==> src/rtl/eig_pkg.sv <==
package eig_pkg;

  typedef enum logic [2:0] {
    TRIG_LOW,
    TRIG_HIGH,
    TRIG_FALL,
    TRIG_RISE,
    TRIG_BOTH
  } trig_e;

  typedef enum logic [1:0] {
    SEL_CFG_LO = 2'd0,
    SEL_CFG_HI = 2'd1,
    SEL_MASK   = 2'd2,
    SEL_PEND   = 2'd3
  } reg_sel_e;

  function automatic trig_e decode_trig(input logic [2:0] field);
    trig_e kind;
    case (field[2:1])
      2'b00:   kind = field[0] ? TRIG_HIGH : TRIG_LOW;
      2'b01:   kind = TRIG_FALL;
      2'b10:   kind = TRIG_RISE;
      default: kind = TRIG_BOTH;
    endcase
    return kind;
  endfunction

endpackage

==> src/rtl/eig_sync.sv <==
module eig_sync #(
  parameter int N = 28
) (
  input  logic         clk,
  input  logic         rst_n,
  input  logic [N-1:0] din,
  output logic [N-1:0] cur,
  output logic [N-1:0] prv
);

  logic [N-1:0] meta_q;
  logic [N-1:0] cur_q;
  logic [N-1:0] prv_q;

  always_ff @(posedge clk or negedge rst_n) begin
    if (!rst_n) begin
      meta_q <= '0;
      cur_q  <= '0;
      prv_q  <= '0;
    end else begin
      meta_q <= din;
      cur_q  <= meta_q;
      prv_q  <= cur_q;
    end
  end

  assign cur = cur_q;
  assign prv = prv_q;

endmodule

==> src/rtl/eig_detect.sv <==
module eig_detect
  import eig_pkg::*;
#(
  parameter int N          = 28,
  parameter int CFG0_LINES = 16,
  parameter int NUM_PAIRS  = 14
) (
  input  logic [NUM_PAIRS-1:0][2:0] mode,
  input  logic [N-1:0]              cur,
  input  logic [N-1:0]              prv,
  output logic [N-1:0]              evt
);

  for (genvar i = 0; i < N; i++) begin : g_line
    localparam int PAIR = (i < CFG0_LINES) ? (i / 2)
                                           : (CFG0_LINES / 2 + (i - CFG0_LINES) / 2);
    trig_e kind;
    logic  hit;

    always_comb begin
      kind = decode_trig(mode[PAIR]);
      case (kind)
        TRIG_LOW:  hit = ~cur[i];
        TRIG_HIGH: hit = cur[i];
        TRIG_FALL: hit = prv[i] & ~cur[i];
        TRIG_RISE: hit = ~prv[i] & cur[i];
        TRIG_BOTH: hit = prv[i] ^ cur[i];
        default:   hit = 1'b0;
      endcase
    end

    assign evt[i] = hit;
  end

endmodule

==> src/rtl/eig_regs.sv <==
module eig_regs
  import eig_pkg::*;
#(
  parameter int N          = 28,
  parameter int CFG0_LINES = 16,
  parameter int NUM_PAIRS  = 14,
  parameter int DW         = 32
) (
  input  logic                      clk,
  input  logic                      rst_n,
  input  logic                      wr_en,
  input  logic [1:0]                sel,
  input  logic [DW-1:0]             wdata,
  input  logic [N-1:0]              evt,
  output logic [NUM_PAIRS-1:0][2:0] mode_q,
  output logic [N-1:0]              mask_q,
  output logic [N-1:0]              pend_q,
  output logic [DW-1:0]             rdata
);

  localparam int PAIRS0 = CFG0_LINES / 2;

  reg_sel_e sel_e;
  logic     wr_lo, wr_hi, wr_mask, wr_pend;
  logic     cfg_en;

  logic [NUM_PAIRS-1:0][2:0]    mode_d;
  logic [N-1:0]                 mask_d;
  logic [N-1:0]                 pend_d;
  logic [N-1:0]                 clr_vec;
  logic [NUM_PAIRS-1:0][DW-1:0] lo_parts;
  logic [NUM_PAIRS-1:0][DW-1:0] hi_parts;
  logic [DW-1:0]                rd_lo, rd_hi;
  logic                         unused_wdata;

  assign sel_e        = reg_sel_e'(sel);
  assign unused_wdata = ^wdata;

  always_comb begin
    wr_lo   = wr_en && (sel_e == SEL_CFG_LO);
    wr_hi   = wr_en && (sel_e == SEL_CFG_HI);
    wr_mask = wr_en && (sel_e == SEL_MASK);
    wr_pend = wr_en && (sel_e == SEL_PEND);
    cfg_en  = wr_lo | wr_hi;
  end

  for (genvar p = 0; p < NUM_PAIRS; p++) begin : g_pair
    localparam bit IN_HI = (p >= PAIRS0);
    localparam int SLOT  = IN_HI ? (p - PAIRS0) : p;
    logic take;
    assign take        = IN_HI ? wr_hi : wr_lo;
    assign mode_d[p]   = take ? wdata[SLOT*4 +: 3] : mode_q[p];
    assign lo_parts[p] = IN_HI ? '0 : (DW'(mode_q[p]) << (SLOT * 4));
    assign hi_parts[p] = IN_HI ? (DW'(mode_q[p]) << (SLOT * 4)) : '0;
  end

  always_comb begin
    rd_lo = '0;
    rd_hi = '0;
    for (int p = 0; p < NUM_PAIRS; p++) begin
      rd_lo = rd_lo | lo_parts[p];
      rd_hi = rd_hi | hi_parts[p];
    end
  end

  always_comb begin
    clr_vec = wr_pend ? wdata[N-1:0] : '0;
    pend_d  = (pend_q & ~clr_vec) | evt;
    mask_d  = wdata[N-1:0];
  end

  always_ff @(posedge clk or negedge rst_n) begin
    if (!rst_n) begin
      mode_q <= '0;
    end else if (cfg_en) begin
      mode_q <= mode_d;
    end
  end

  always_ff @(posedge clk or negedge rst_n) begin
    if (!rst_n) begin
      mask_q <= '1;
    end else if (wr_mask) begin
      mask_q <= mask_d;
    end
  end

  always_ff @(posedge clk or negedge rst_n) begin
    if (!rst_n) begin
      pend_q <= '0;
    end else begin
      pend_q <= pend_d;
    end
  end

  always_comb begin
    case (sel_e)
      SEL_CFG_LO: rdata = rd_lo;
      SEL_CFG_HI: rdata = rd_hi;
      SEL_MASK:   rdata = DW'(mask_q);
      default:    rdata = DW'(pend_q);
    endcase
  end

endmodule

==> src/rtl/ext_irq_grouper.sv <==
module ext_irq_grouper #(
  parameter int NUM_LINES   = 28,
  parameter int CFG0_LINES  = 16,
  parameter int FIRST_GROUP = 4,
  parameter int GROUP_SPAN  = 8,
  parameter int NUM_GROUPS  = 4,
  parameter int DW          = 32
) (
  input  logic                  clk,
  input  logic                  rst_n,
  input  logic [NUM_LINES-1:0]  ext_in,
  input  logic                  reg_wr,
  input  logic [1:0]            reg_addr,
  input  logic [DW-1:0]         reg_wdata,
  output logic [DW-1:0]         reg_rdata,
  output logic [NUM_GROUPS-1:0] irq_grp
);

  localparam int NUM_PAIRS = CFG0_LINES / 2 + (NUM_LINES - CFG0_LINES + 1) / 2;

  logic [NUM_LINES-1:0]      sync_cur;
  logic [NUM_LINES-1:0]      sync_prv;
  logic [NUM_LINES-1:0]      evt_vec;
  logic [NUM_LINES-1:0]      pend_vec;
  logic [NUM_LINES-1:0]      mask_vec;
  logic [NUM_LINES-1:0]      live_vec;
  logic [NUM_PAIRS-1:0][2:0] mode_vec;

  eig_sync #(.N(NUM_LINES)) u_sync (
    .clk   (clk),
    .rst_n (rst_n),
    .din   (ext_in),
    .cur   (sync_cur),
    .prv   (sync_prv)
  );

  eig_detect #(
    .N          (NUM_LINES),
    .CFG0_LINES (CFG0_LINES),
    .NUM_PAIRS  (NUM_PAIRS)
  ) u_detect (
    .mode (mode_vec),
    .cur  (sync_cur),
    .prv  (sync_prv),
    .evt  (evt_vec)
  );

  eig_regs #(
    .N          (NUM_LINES),
    .CFG0_LINES (CFG0_LINES),
    .NUM_PAIRS  (NUM_PAIRS),
    .DW         (DW)
  ) u_regs (
    .clk    (clk),
    .rst_n  (rst_n),
    .wr_en  (reg_wr),
    .sel    (reg_addr),
    .wdata  (reg_wdata),
    .evt    (evt_vec),
    .mode_q (mode_vec),
    .mask_q (mask_vec),
    .pend_q (pend_vec),
    .rdata  (reg_rdata)
  );

  assign live_vec = pend_vec & ~mask_vec;

  for (genvar g = 0; g < NUM_GROUPS; g++) begin : g_group
    localparam int LO_B   = (g == 0) ? 0 : FIRST_GROUP + (g - 1) * GROUP_SPAN;
    localparam int HI_RAW = (g == 0) ? FIRST_GROUP - 1 : FIRST_GROUP + g * GROUP_SPAN - 1;
    localparam int HI_B   = (HI_RAW > NUM_LINES - 1) ? NUM_LINES - 1 : HI_RAW;
    assign irq_grp[g] = |live_vec[HI_B:LO_B];
  end

endmodule

==> config.mk <==
export PLATFORM = sky130hd
export DESIGN_NAME = ext_irq_grouper
export DESIGN_NICKNAME = d
export VERILOG_FILES = /design/src/rtl/eig_pkg.sv /design/src/rtl/eig_sync.sv /design/src/rtl/eig_detect.sv /design/src/rtl/eig_regs.sv /design/src/rtl/ext_irq_grouper.sv
export SDC_FILE = /design/constraint.sdc
export NUM_CORES = 1
export LEC_CHECK = 0
export CORE_UTILIZATION = 52
export CTS_CLUSTER_SIZE = 24
export DETAILED_ROUTE_END_ITERATION = 6
export PLACE_DENSITY = 0.77
export SKIP_LAST_GASP = 1
export SLEW_MARGIN = 0
export SYNTH_ARGS = -nofsm -noshare
export SYNTH_HDL_FRONTEND = slang
export SYNTH_HIERARCHICAL = 1
export SYNTH_SLANG_ARGS = --single-unit
==> constraint.sdc <==
create_clock -name clk -period 1.55 [get_ports clk]
set_clock_uncertainty 0.05 [all_clocks]
set_input_delay 0.31 -clock clk [delete_from_list [all_inputs] [get_ports clk]]
set_output_delay 0.31 -clock clk [all_outputs]
set_load 0.01 [all_outputs]
Word-level counts from Yosys, hierarchy flattened
Cells that the tools add are included.
Operators by class
  equality and inequality tests: 87
  multiplexer cells: 58
  bitwise logic cells: 158
  reduce and logical (&&, ||, !) cells: 39
Operator list (count)
  1-bit case mux with 5 select lines: 28
  3-bit case mux with 3 select lines: 14
  32-bit case mux with 3 select lines: 1
  3-bit by 2-bit == test with 1-bit output, second input constant: 28
  32-bit by 11-bit OR with 32-bit output: 2
  32-bit by 15-bit OR with 32-bit output: 2
  32-bit by 19-bit OR with 32-bit output: 2
  32-bit by 23-bit OR with 32-bit output: 2
  1-bit bitwise AND: 56
  28-bit bitwise AND: 2
  1-bit NOT: 56
  28-bit NOT: 2
  3-bit by 1-bit == test with 1-bit output, second input constant: 14
  3-bit == test, second input constant: 14
  3-bit zero test: 14
  2-bit == test, second input constant: 16
  32-bit by 27-bit OR with 32-bit output: 1
  32-bit by 31-bit OR with 32-bit output: 1
  2-bit by 1-bit == test with 1-bit output, second input constant: 15
  2-bit zero test: 15
  28-bit 2-to-1 mux: 1
  28-bit OR: 1
  1-bit bitwise XOR: 28
  8-bit OR reduction: 3
  6 further kinds: 24
Storage, ports and cells
  register bits after elaboration: 182
  bits of input ports: 65
  output and inout bits: 36
  word-level logic and storage cells: 361

Longest topological paths before layout
Gate-level depths: netlist of run 1.
  depth after elaboration: 8
  mapped depth: 8
  gate-level depth less buffers: 7

Modules after synthesis
The synthesis of run 1 kept the hierarchy.
Modules (own cells, without submodules)
  eig_regs: times used 1, cells each 294, area an instance 4481.8 um2, sequential area each 2487.4 um2
  eig_detect: times used 1, cells each 382, area an instance 3190.6 um2, sequential area each 0.0 um2
  eig_sync: times used 1, cells each 84, area an instance 2102.0 um2, sequential area each 2102.0 um2
  ext_irq_grouper: times used 1, cells each 45, area an instance 219.0 um2, sequential area each 0.0 um2

Worst setup path after synthesis of run 1
OpenSTA, ideal clock, no wires.
  path kind: register to register
  from: register u_regs/mode_q[5] (netlist name)
  to: register u_regs.pend_q[3]
  arrival: 1469 ps
  setup slack: -87 ps
  stages on the path, launching flop included: 9
  buffers on the path: 1
  period minus slack after synthesis: 1637 ps
  path through: dfrtp_1 -> inv_1 -> ha_1 -> nand3b_1 -> o21ai_4 -> mux2i_1 -> o221ai_1 -> buf_4 -> a21o_1
On the way
  cells in the longest elaborated chain, start to end: 5
  elaborated cells between the ends (all ways): 11
  classes of those cells: 6 x eq/ne; 2 x mux; 1 x bitwise; 2 x reduce/logical
RTL lines
  start, declared: line eig_regs.sv:15  | output logic [NUM_PAIRS-1:0][2:0] mode_q,
  start signal, assigned: line eig_regs.sv:76  | mode_q <= mode_d;
  2-bit == test, or another cell as far along: line eig_pkg.sv:20  | case (field[2:1])
  3-bit case mux with 3 select lines (*): line eig_pkg.sv:20
  3-bit == test, or another cell as far along: line eig_detect.sv:22  | case (kind)
  1-bit case mux with 5 select lines (*): line eig_detect.sv:22
  via u_detect.g_line[3].hit: line eig_detect.sv:18  | logic hit;
  28-bit OR (*): line eig_regs.sv:68  | pend_d = (pend_q & ~clr_vec) | evt;
  via u_regs.pend_d[3]: line eig_regs.sv:29  | logic [N-1:0] pend_d;
  end signal, assigned: line eig_regs.sv:92  | pend_q <= pend_d;
  end, declared: line eig_regs.sv:17  | output logic [N-1:0] pend_q,
Mark *: on every way through the listed nets, which the timed path passes. The rest lies on a longest branch.
A chain may end at the register's enable or synchronous reset.

Final worst setup path of run 1
  from: register u_regs.mask_q[10]
  to: output irq_grp[1]
On the way
  cells in the longest elaborated chain, start to end: 3
RTL lines
  start, declared: line eig_regs.sv:16  | output logic [N-1:0] mask_q,
  start signal, assigned: line eig_regs.sv:84  | mask_q <= mask_d;
  28-bit NOT: line ext_irq_grouper.sv:66  | assign live_vec = pend_vec & ~mask_vec;
  28-bit bitwise AND: line ext_irq_grouper.sv:66
  8-bit OR reduction: line ext_irq_grouper.sv:72  | assign irq_grp[g] = |live_vec[HI_B:LO_B];
  end, declared: line ext_irq_grouper.sv:16  | output logic [NUM_GROUPS-1:0] irq_grp
Every way passes these cells.

==> flow_summary_export.csv, run 1 <==
group,metric,value,unit
outcome,status,"finished, violations left",
outcome,violations,"DRC, setup timing",
global_routing,antenna_found_initial,0,
clock_network,clockBufferDepth,2,
cells_and_area,fillCellCount,1145,
logic_synthesis,synth.distinct_cells,34,
global_routing,grt_busiest_layer,"met2",
critical_path,critPathSlowestCell,"dfstp_2",
global_routing,grt_max_degree,47,
global_routing,met2_usage,0.450,
power,ir_worst_vdd,0.817,mV
floorplanning,core,0.0188,mm²
critical_path,crit_required,1190,ps
clock_network,clockRootBuffer,"clkbuf_16",
global_routing,use_met3,0.0425,
clock_network,clock_latency,430,ps
placed_design,hpwl,16400,µm
sta,setup_viol,57,
critical_path,worst_setup_path_start_kind,"flip-flop",
power,total_power,0.0161,W
critical_path,path_cells,"o22ai_2, or4_4, buf_6",
clock_network,clkSinkCount,182,
logic_synthesis,synth_area_per_cell,12.4,µm²
cells_and_area,final_cell_mix,"dfrtp_1 (151), buf_4 (150), inv_1 (97)",
flow_run,drv_cap,0,
cells_and_area,area_growth,40.7,%
cells_and_area,num-nets-final,1276,
cells_and_area,final_common_cell,"dfrtp_1",
floorplanning,dieArea,0.0198,mm²
route,drtAntennaViolNets,0,
sta,rsz0062_at_grt,"yes",
floorplanning,ios,101,
clock_network,clk_pin_slew,70,ps
logic_synthesis,synth_area_leaders,"dfrtp_1 (39%), ha_1 (15%), mux2_2 (8.1%)",
global_routing,grt_pass1_vias,7518,
global_routing,overflow,0,
logic_synthesis,synth_warnings,6,
route,drc,8,
logic_synthesis,syn_area,0.00999,mm²
route,wl_per_cell,19.1,µm
critical_path,path_class,"flip-flop to output pin",
route,vias,7323,
logic_synthesis,synth-seq-cells,182,
cells_and_area,register_area,0.00459,mm²
sta,layout_setup_ws,-558,ps
clock_network,htreeDepth,4,
global_routing,grt_pass1_wl,39000,µm
sta,final-max-slew-violation-count,0,
placed_design,dpl.cell_count,1250,
logic_synthesis,netlist_instances,805,
power,power.leakage,6.60,nW
route,first_pass_iters,7,
route,first_iter_violations,452,
critical_path,path_max_fanout,3,
logic_synthesis,seq_area_frac_synth,0.459,
global_routing,grtUsageMet1,0.318,
floorplanning,dieWidth,141,µm
route,viasPerCell,5.48,
placed_design,placement.io_buffers,98,
sta,fmax,474,MHz
cells_and_area,stdcell_count,1336,
logic_synthesis,synth_top_cell_area_share,0.386,
floorplanning,die_h,141,µm
power,powerDensity,1140,mW/mm²
critical_path,worst_path_largest_cell_delay,570,ps
logic_synthesis,yosys.area.top_type,"dfrtp_1",
cells_and_area,multi_input_area,0.00509,mm²
logic_synthesis,synth_nets,992,
sta,hold_viol_final,0,
floorplanning,fp-row-count,50,
floorplanning,initial_core_util,0.532,
global_routing,grt_usage,0.258,
placed_design,place_congestion,0.828,
critical_path,endpoint_kind,"output pin",
sta,min_period_over_period,1.36,
worst_hold_path,hold_class,"input pin to flip-flop",
sta,min_period,2110,ps
clock_network,cts_inserted_buffers,17,
critical_path,cp_data_arrival_time,1750,ps
clock_network,cts_tree,"built",
route,wl,25500,µm
cells_and_area,drive_above_1_share,0.485,
cells_and_area,n_antenna_cell,0,
-- final timing paths --
path / endpoint / startpoint / depth (start not counted) / slack [ps]
min in group asynchronous: u_regs/mode_q[40] / rst_n / 2 / 350
min reg2reg: u_sync/cur[17] / u_sync/meta_q[17] / 0 / 300
max in group asynchronous: u_regs/mask_q[17] / rst_n / 3 / 480
max reg2reg: u_regs/pend_q[23] / u_regs/mode_q[34] / 6 / -220
min: u_sync/meta_q[22] / ext_in[22] / 1 / 260
max: irq_grp[1] / u_regs/mask_q[10] / 3 / -560
-- Yosys cell counts --
cell / number
a21o_1: 28
mux2_1: 1
mux4_2: 18
nor3b_4: 1
a222oi_1: 24
mux2i_1: 15
buf_6: 6
o21ai_4: 2
buf_2: 11
mux2_2: 72
conb_1: 1
o31ai_1: 24
nor2_1: 1
clkbuf_1: 1
o21ai_2: 12
and2_1: 3
dfrtp_1: 154
dfstp_2: 28
o221ai_1: 5
nor3_1: 8
or4_1: 3
inv_1: 138
nand3b_4: 1
a22oi_1: 1
clkbuf_2: 1
nand3b_1: 15
o22ai_1: 12
nand4_1: 28
a22o_1: 3
buf_4: 33
nor2b_1: 7
xnor2_1: 24
ha_1: 122
nand2b_1: 2
-- through the flow --
step / utilization / setup slack [ps] / hold slack, ps / TNS (ps) / area [µm²]
after floorplan: - / -41.2 / -35.6 / -163 / 10000
after global placement: 0.652 / -524 / 248 / -34620 / 12200
after detailed placement: 0.652 / -533 / 249 / -36430 / 12200
after CTS: 0.718 / -556 / 251 / -12510 / 13500
after global routing: 0.749 / -590 / 246 / -15710 / 14100
final: 0.749 / -558 / 263 / -12670 / 14100
-- state kept, by name (all words and copies together), names as in the netlist --
| name | cells |
|---|---|
| u_regs/mask_q | 28 |
| u_regs/mode_q | 42 |
| u_regs/pend_q | 28 |
| u_sync/cur | 28 |
| u_sync/meta_q | 28 |
| u_sync/prv | 28 |
-- area by class of cell --
cell class,instances,share of cell area
inverters,138,0.0399
repair buffers,317,0.209
flip-flops and latches,182,0.327
well taps,234,0.0208
multi-input cells,433,0.362
clock buffers,20,0.0318
clock inverters,12,0.00996
-- power by group --
part / switching, W / total [W] / internal, W
Sequential: 0.000450 / 0.00590 / 0.00545
Clock: 0.00191 / 0.00436 / 0.00244
Combinational: 0.00260 / 0.00581 / 0.00321
Total: 0.00496 / 0.0161 / 0.0111
-- cells by family (layout without fill, tap and decap cells) --
logic type	count (synthesis)	after routing	synth area share
flops	182	182	0.459
fa+ha+maj	122	122	0.153
buf+inv	190	487	0.0898
xor+xnor	24	24	0.0210
simple gates	69	69	0.0468
compound gates	111	111	0.0921
mux	106	106	0.138
other cells	1	1	0.000375
-- worst max-delay path, delay by kind of cell, from the launching register on --
| kind | cells | cell delay [ps] |
|---|---|---|
| AND/OR/NAND/NOR | 1 | 540 |
| flip-flops | 1 | 570 |
| buffers and inverters | 1 | 140 |
| AO/OA/AOI/OAI | 1 | 70 |
-- layer usage --
| layer | routed length [µm] | part of all wire | up-vias |
|---|---|---|---|
| met3 | 1020 | 0.040 | 52 |
| met4 | 764 | 0.030 | 0 |
| li1 | - | - | 3362 |
| met1 | 10400 | 0.41 | 3696 |
| met2 | 13300 | 0.52 | 213 |
| met5 | 0 | 0 | - |
-- timing repair --
action / in CTS / in global routing
pin swaps: 30 / 44
resized for setup: 276 / 102
cloned: 1 / 0
endpoints found under the hold margin: 32 / 0
endpoints found under the setup margin: 61 / 68
hold buffers: 1 / 0
buffers inserted: 35 / 31
No activity file was read; power rests on OpenSTA's default activity.
==> inputs of run 2 (changes only) <==
- MAX_ROUTING_LAYER: not set -> met4
==> run 2 against run 1 <==
Compared with the run above: the flow finishes with violations (setup timing); sequential cell count did not move; combinational power about the same; core utilization is 0.053 points lower; non-clock buffer count fell by 1; worst hold slack got worse by 2.2 ps; global-route usage up 0.77 points; first-iteration DRC count is 2.7% lower; cell area hardly changed; critical path type unchanged; largest cell class unchanged; clock-buffer cell count did not move.
==> flow_summary_export.csv, run 2 (synthesized netlist as in run 1, its figures left out) <==
group,metric,value,unit
route,wl,25600,µm
sta,layout_setup_ws,-560,ps
cells_and_area,fin_util,0.749,
worst_hold_path,hold_class,"input pin to flip-flop",
power,ir_worst_vdd,0.824,mV
cells_and_area,final_common_cell,"dfrtp_1",
sta,min_period_over_period,1.36,
floorplanning,ios,101,
placed_design,hpwl,16400,µm
route,first_pass_iters,7,
clock_network,htreeDepth,4,
power,total_power,0.0161,W
flow_run,drv_cap,0,
route,dr_wl_met3,1060,µm
route,first_iter_violations,440,
critical_path,path_delay_family,"flip-flops",
sta,hold_ws,261,ps
cells_and_area,num-nets-final,1275,
placed_design,placement.io_buffers,98,
route,route.met2.wl,13400,µm
cells_and_area,final_cell_mix,"dfrtp_1 (151), buf_4 (149), inv_1 (97)",
placed_design,place_congestion,0.844,
floorplanning,dieWidth,141,µm
floorplanning,core,0.0188,mm²
global_routing,grt_max_degree,47,
cells_and_area,n_antenna_cell,0,
route,drc,0,
cells_and_area,area_growth,40.6,%
critical_path,endpoint_kind,"output pin",
clock_network,cts_inserted_buffers,17,
cells_and_area,largest_register,"u_regs/mode_q",
global_routing,grt_pass1_vias,7531,
critical_path,worst_setup_path_start_kind,"flip-flop",
floorplanning,initial_core_util,0.532,
critical_path,critPathBufInv,1,
floorplanning,dieArea,0.0198,mm²
clock_network,clockRootBuffer,"clkbuf_16",
power,powerDensity,1140,mW/mm²
sta,rsz0062_at_grt,"yes",
cells_and_area,drive_above_1_share,0.484,
route,wl_per_cell,19.2,µm
floorplanning,fp-row-count,50,
sta,worst_pin_slew,545,ps
route,met1_length,10400,µm
outcome,violations,"setup timing",
critical_path,path_max_fanout,2,
sta,final-max-slew-violation-count,0,
critical_path,worst_path_largest_cell_delay,550,ps
sta,relSlewSlack,0.637,
sta,min_period,2110,ps
global_routing,grt_pass1_wl,38900,µm
floorplanning,die_h,141,µm
sta,setup_viol,58,
route,vias,7322,
critical_path,critPathSlowestCell,"dfstp_2",
critical_path,path_class,"flip-flop to output pin",
outcome,status,"finished, violations left",
sta,hold_viol_final,0,
cells_and_area,largest_reg_flops,42,
clock_network,clock_latency,440,ps
clock_network,clk_pin_slew,80,ps
clock_network,clkSinkCount,182,
global_routing,grt_usage,0.265,
global_routing,overflow,0,
critical_path,cp_data_arrival_time,1750,ps
route,drtAntennaViolNets,0,
power,power.leakage,6.59,nW
global_routing,antenna_found_initial,0,
route,viasPerCell,5.48,
route,highest_layer,"met4",
clock_network,cts_tree,"built",
sta,fmax,474,MHz
critical_path,crit_required,1190,ps
clock_network,clockBufferDepth,2,
critical_path,path_cells,"o22ai_2, or4_1, buf_2",
-- run 2: changes by cell type in the layout (fill, tap and decap cells not counted) --
cell / previous run / this run
inv_2: 27 / 28
buf_4: 150 / 149
inv_4: 11 / 10
-- run 2: metal layers --
metal,global-route usage,up-vias
li1,-,3352
met1,0.317,3690
met2,0.451,228
met3,0.0418,52
met4,0.107,0
met5,-,-
-- run 2: power breakdown --
part           internal [W]  switching (W)  total, W
clock               0.00244        0.00192   0.00436
sequential          0.00545       0.000449   0.00590
combinational       0.00320        0.00260   0.00581
-- run 2: worst paths after layout --
path                            cells past startpoint                end  slack [ps]         startpoint
worst max-delay path                                3         irq_grp[3]        -560  u_regs/mask_q[21]
worst min-delay path                                1  u_sync/meta_q[15]         260         ext_in[15]
worst max register to register                      6   u_regs/pend_q[7]        -250  u_regs/mode_q[10]
worst min register to register                      0     u_sync/cur[17]         300  u_sync/meta_q[17]
max in group asynchronous                           3  u_regs/mask_q[11]         480              rst_n
min in group asynchronous                           2  u_regs/mode_q[40]         340              rst_n
-- run 2: timing repair --
item	4_1_cts	5_1_grt
endpoints found under the setup margin	61	68
hold buffers	1	0
setup buffers	35	30
gates resized for setup	276	101
gates cloned	1	0
pin swaps	30	44
hold endpoints to repair	32	0
-- run 2: through the flow --
stage	instances	instance area [µm²]	setup slack, ps	TNS (ps)
2_1_floorplan	805	10000	-41.2	-163
3_3_place_gp	1250	12200	-524	-34620
3_5_place_dp	1250	12200	-533	-36430
4_1_cts	1309	13500	-556	-12510
5_1_grt	1335	14100	-586	-15760
6_report	1335	14100	-560	-12970
-- run 2: area by class of cell --
cell class	instances	area [µm²]
Inverter	138	558
Timing Repair Buffer	316	2930
Multi-Input combinational cell	433	5090
Tap cell	234	293
Sequential cell	182	4590
Fill cell	1146	4710
Clock buffer	20	447
Clock inverter	12	140
==> inputs of run 3 (changes only) <==
- CELL_PAD_IN_SITES_DETAIL_PLACEMENT: not set -> 1
- CELL_PAD_IN_SITES_GLOBAL_PLACEMENT: not set -> 2
- CORE_UTILIZATION: 52 -> 36
- PLACE_DENSITY: 0.77 -> not set
- PLACE_DENSITY_LB_ADDON: not set -> 0.1
==> run 3 against run 2 <==
Compared with the run above: the run still ends with setup timing left; global-route usage is 5.2 points lower; combinational power is 3% higher; sequential power hardly changed; largest cell class unchanged; total power is 5.3% higher; sequential cell count stayed put; clock-buffer cell count is 2 lower; cell area is 2.1% higher; worst setup slack better by 4.2 ps; sequential share of layout area is 0.68 points lower; wire length is 12% higher.
==> flow_summary_export.csv, run 3 (synthesized netlist as in run 1, its figures left out) <==
group,metric,value,unit
critical_path,r2r_slack,-210,ps
sta,setup_viol,59,
global_routing,grt_pass1_vias,8215,
floorplanning,initial_core_util,0.369,
floorplanning,core,0.0271,mm²
cells_and_area,final_cell_mix,"dfrtp_1 (152), buf_4 (139), inv_1 (97)",
critical_path,worst_setup_path_start_kind,"flip-flop",
route,wl,28700,µm
clock_network,clkSinkCount,182,
outcome,status,"finished, violations left",
placed_design,place_congestion,0.819,
worst_hold_path,hold_class,"input pin to flip-flop",
sta,fmax,475,MHz
placed_design,hpwl,19800,µm
cells_and_area,drive_above_1_share,0.489,
sta,final-max-slew-violation-count,0,
floorplanning,fp-row-count,60,
placed_design,placement.io_buffers,98,
global_routing,grt_pass1_wl,45000,µm
outcome,violations,"setup timing",
sta,rsz0062_at_grt,"yes",
cells_and_area,fin_util,0.529,
power,p_int,0.0118,W
route,wl_per_cell,19.5,µm
critical_path,path_max_fanout,2,
sta,min_period,2110,ps
critical_path,crit_required,1190,ps
cells_and_area,area_growth,43.6,%
global_routing,grt_max_degree,42,
global_routing,overflow,0,
power,total_power,0.0169,W
sta,hold_viol_final,0,
cells_and_area,largest_register,"u_regs/mode_q",
power,clock_power_share,0.299,
power,pwr-share-comb,0.353,
sta,hold_ws,248,ps
clock_network,htreeDepth,4,
power,ir_worst_vdd,0.731,mV
power,netSwitchingPower,0.00515,W
critical_path,path_class,"flip-flop to output pin",
floorplanning,ios,101,
power,powerDensity,1180,mW/mm²
critical_path,cp_data_arrival_time,1750,ps
critical_path,endpoint_kind,"output pin",
cells_and_area,final_common_cell,"dfrtp_1",
route,first_iter_violations,315,
clock_network,cts_tree,"built",
clock_network,clockRootBuffer,"clkbuf_16",
route,vias,7175,
cells_and_area,fillCellCount,2726,
route,drtAntennaViolNets,0,
floorplanning,die_h,169,µm
global_routing,antenna_found_initial,1,
route,viasPerCell,4.89,
power,power.leakage,6.60,nW
sta,min_period_over_period,1.36,
clock_network,clk_pin_slew,80,ps
floorplanning,dieArea,0.0284,mm²
route,drc,0,
clock_network,cts_inserted_buffers,17,
power,sw_frac_of_total,0.304,
placed_design,pre_cts_ws,-539,ps
power,power_frac_seq,0.348,
cells_and_area,num-nets-final,1267,
sta,layout_setup_ws,-555,ps
flow_run,drv_cap,0,
clock_network,clock_latency,440,ps
clock_network,clockBufferDepth,2,
global_routing,grt_usage,0.213,
floorplanning,dieWidth,169,µm
cells_and_area,largest_reg_flops,42,
route,first_pass_iters,6,
==> run 3: cell count changes in the layout (fill, tap and decap cells not counted), moves of 4 or more <==
cell and delta:
bufinv_16 +4, buf_4 -10, inv_2 -5, ha_1 -5
buf_6 +4, inv_4 +5
==> run 3: timing repair <==
item,4_1_cts,5_1_grt
setup buffers,35,27
setup endpoints to repair,62,63
gates cloned,2,0
resized for setup,292,111
pin swaps,38,39
endpoints found under the hold margin,24,0
hold buffers,1,0
==> run 3: cell type report <==
cell class              count  area [µm²]  area share
well taps                 372         465      0.0324
inverters                 138         571      0.0398
repair buffers            308        2910       0.203
diodes                      1        2.50    0.000174
clock buffers              18         429      0.0299
flip-flops and latches    182        4590       0.320
clock inverters            14         244      0.0170
multi-input cells         433        5140       0.358
==> run 3: path summary, 6_finish.rpt <==
check / end / startpoint / depth (start not counted)
min in group asynchronous: u_sync/prv[10] / rst_n / 2
worst max register to register: u_regs/pend_q[11] / u_regs/mode_q[17] / 8
worst min register to register: u_sync/cur[7] / u_sync/meta_q[7] / 0
max in group asynchronous: u_regs/mask_q[8] / rst_n / 3
worst min-delay path: u_sync/meta_q[15] / ext_in[15] / 1
worst max-delay path: irq_grp[3] / u_regs/mask_q[22] / 3
==> run 3: per-stage QoR <==
stage	setup TNS [ps]	cells	instance area, µm²
floorplan	-163	805	10000
global placement	-37320	1389	12400
detailed placement	-39040	1389	12400
CTS	-14400	1449	13800
global route	-16810	1466	14300
finish	-13120	1466	14300
==> run 3: worst max-delay path, cell delays in order (launching register included) <==
cell and delay [ps]:
dfstp_2 550, o22ai_2 70, or4_1 530, buf_2 160
==> run 3: layer usage <==
metal  share of wire  track usage  vias up  wire length [µm]
met2            0.53        0.377      114             15100
met5               0            -        -                 0
met3           0.021       0.0313       23               598
met1            0.43        0.252     3698             12500
met4           0.017       0.0585        0               480
li1                -            -     3340                 -
==> run 3: power by group through the flow <==
stage	clock, W	sequential, W	combinational (W)
2_1_floorplan	0	0.00595	0.00265
3_3_place_gp	0	0.00589	0.00462
3_5_place_dp	0	0.00593	0.00482
4_1_cts	0.00519	0.00587	0.00548
5_1_grt	0.00535	0.00597	0.00643
6_report	0.00506	0.00589	0.00597
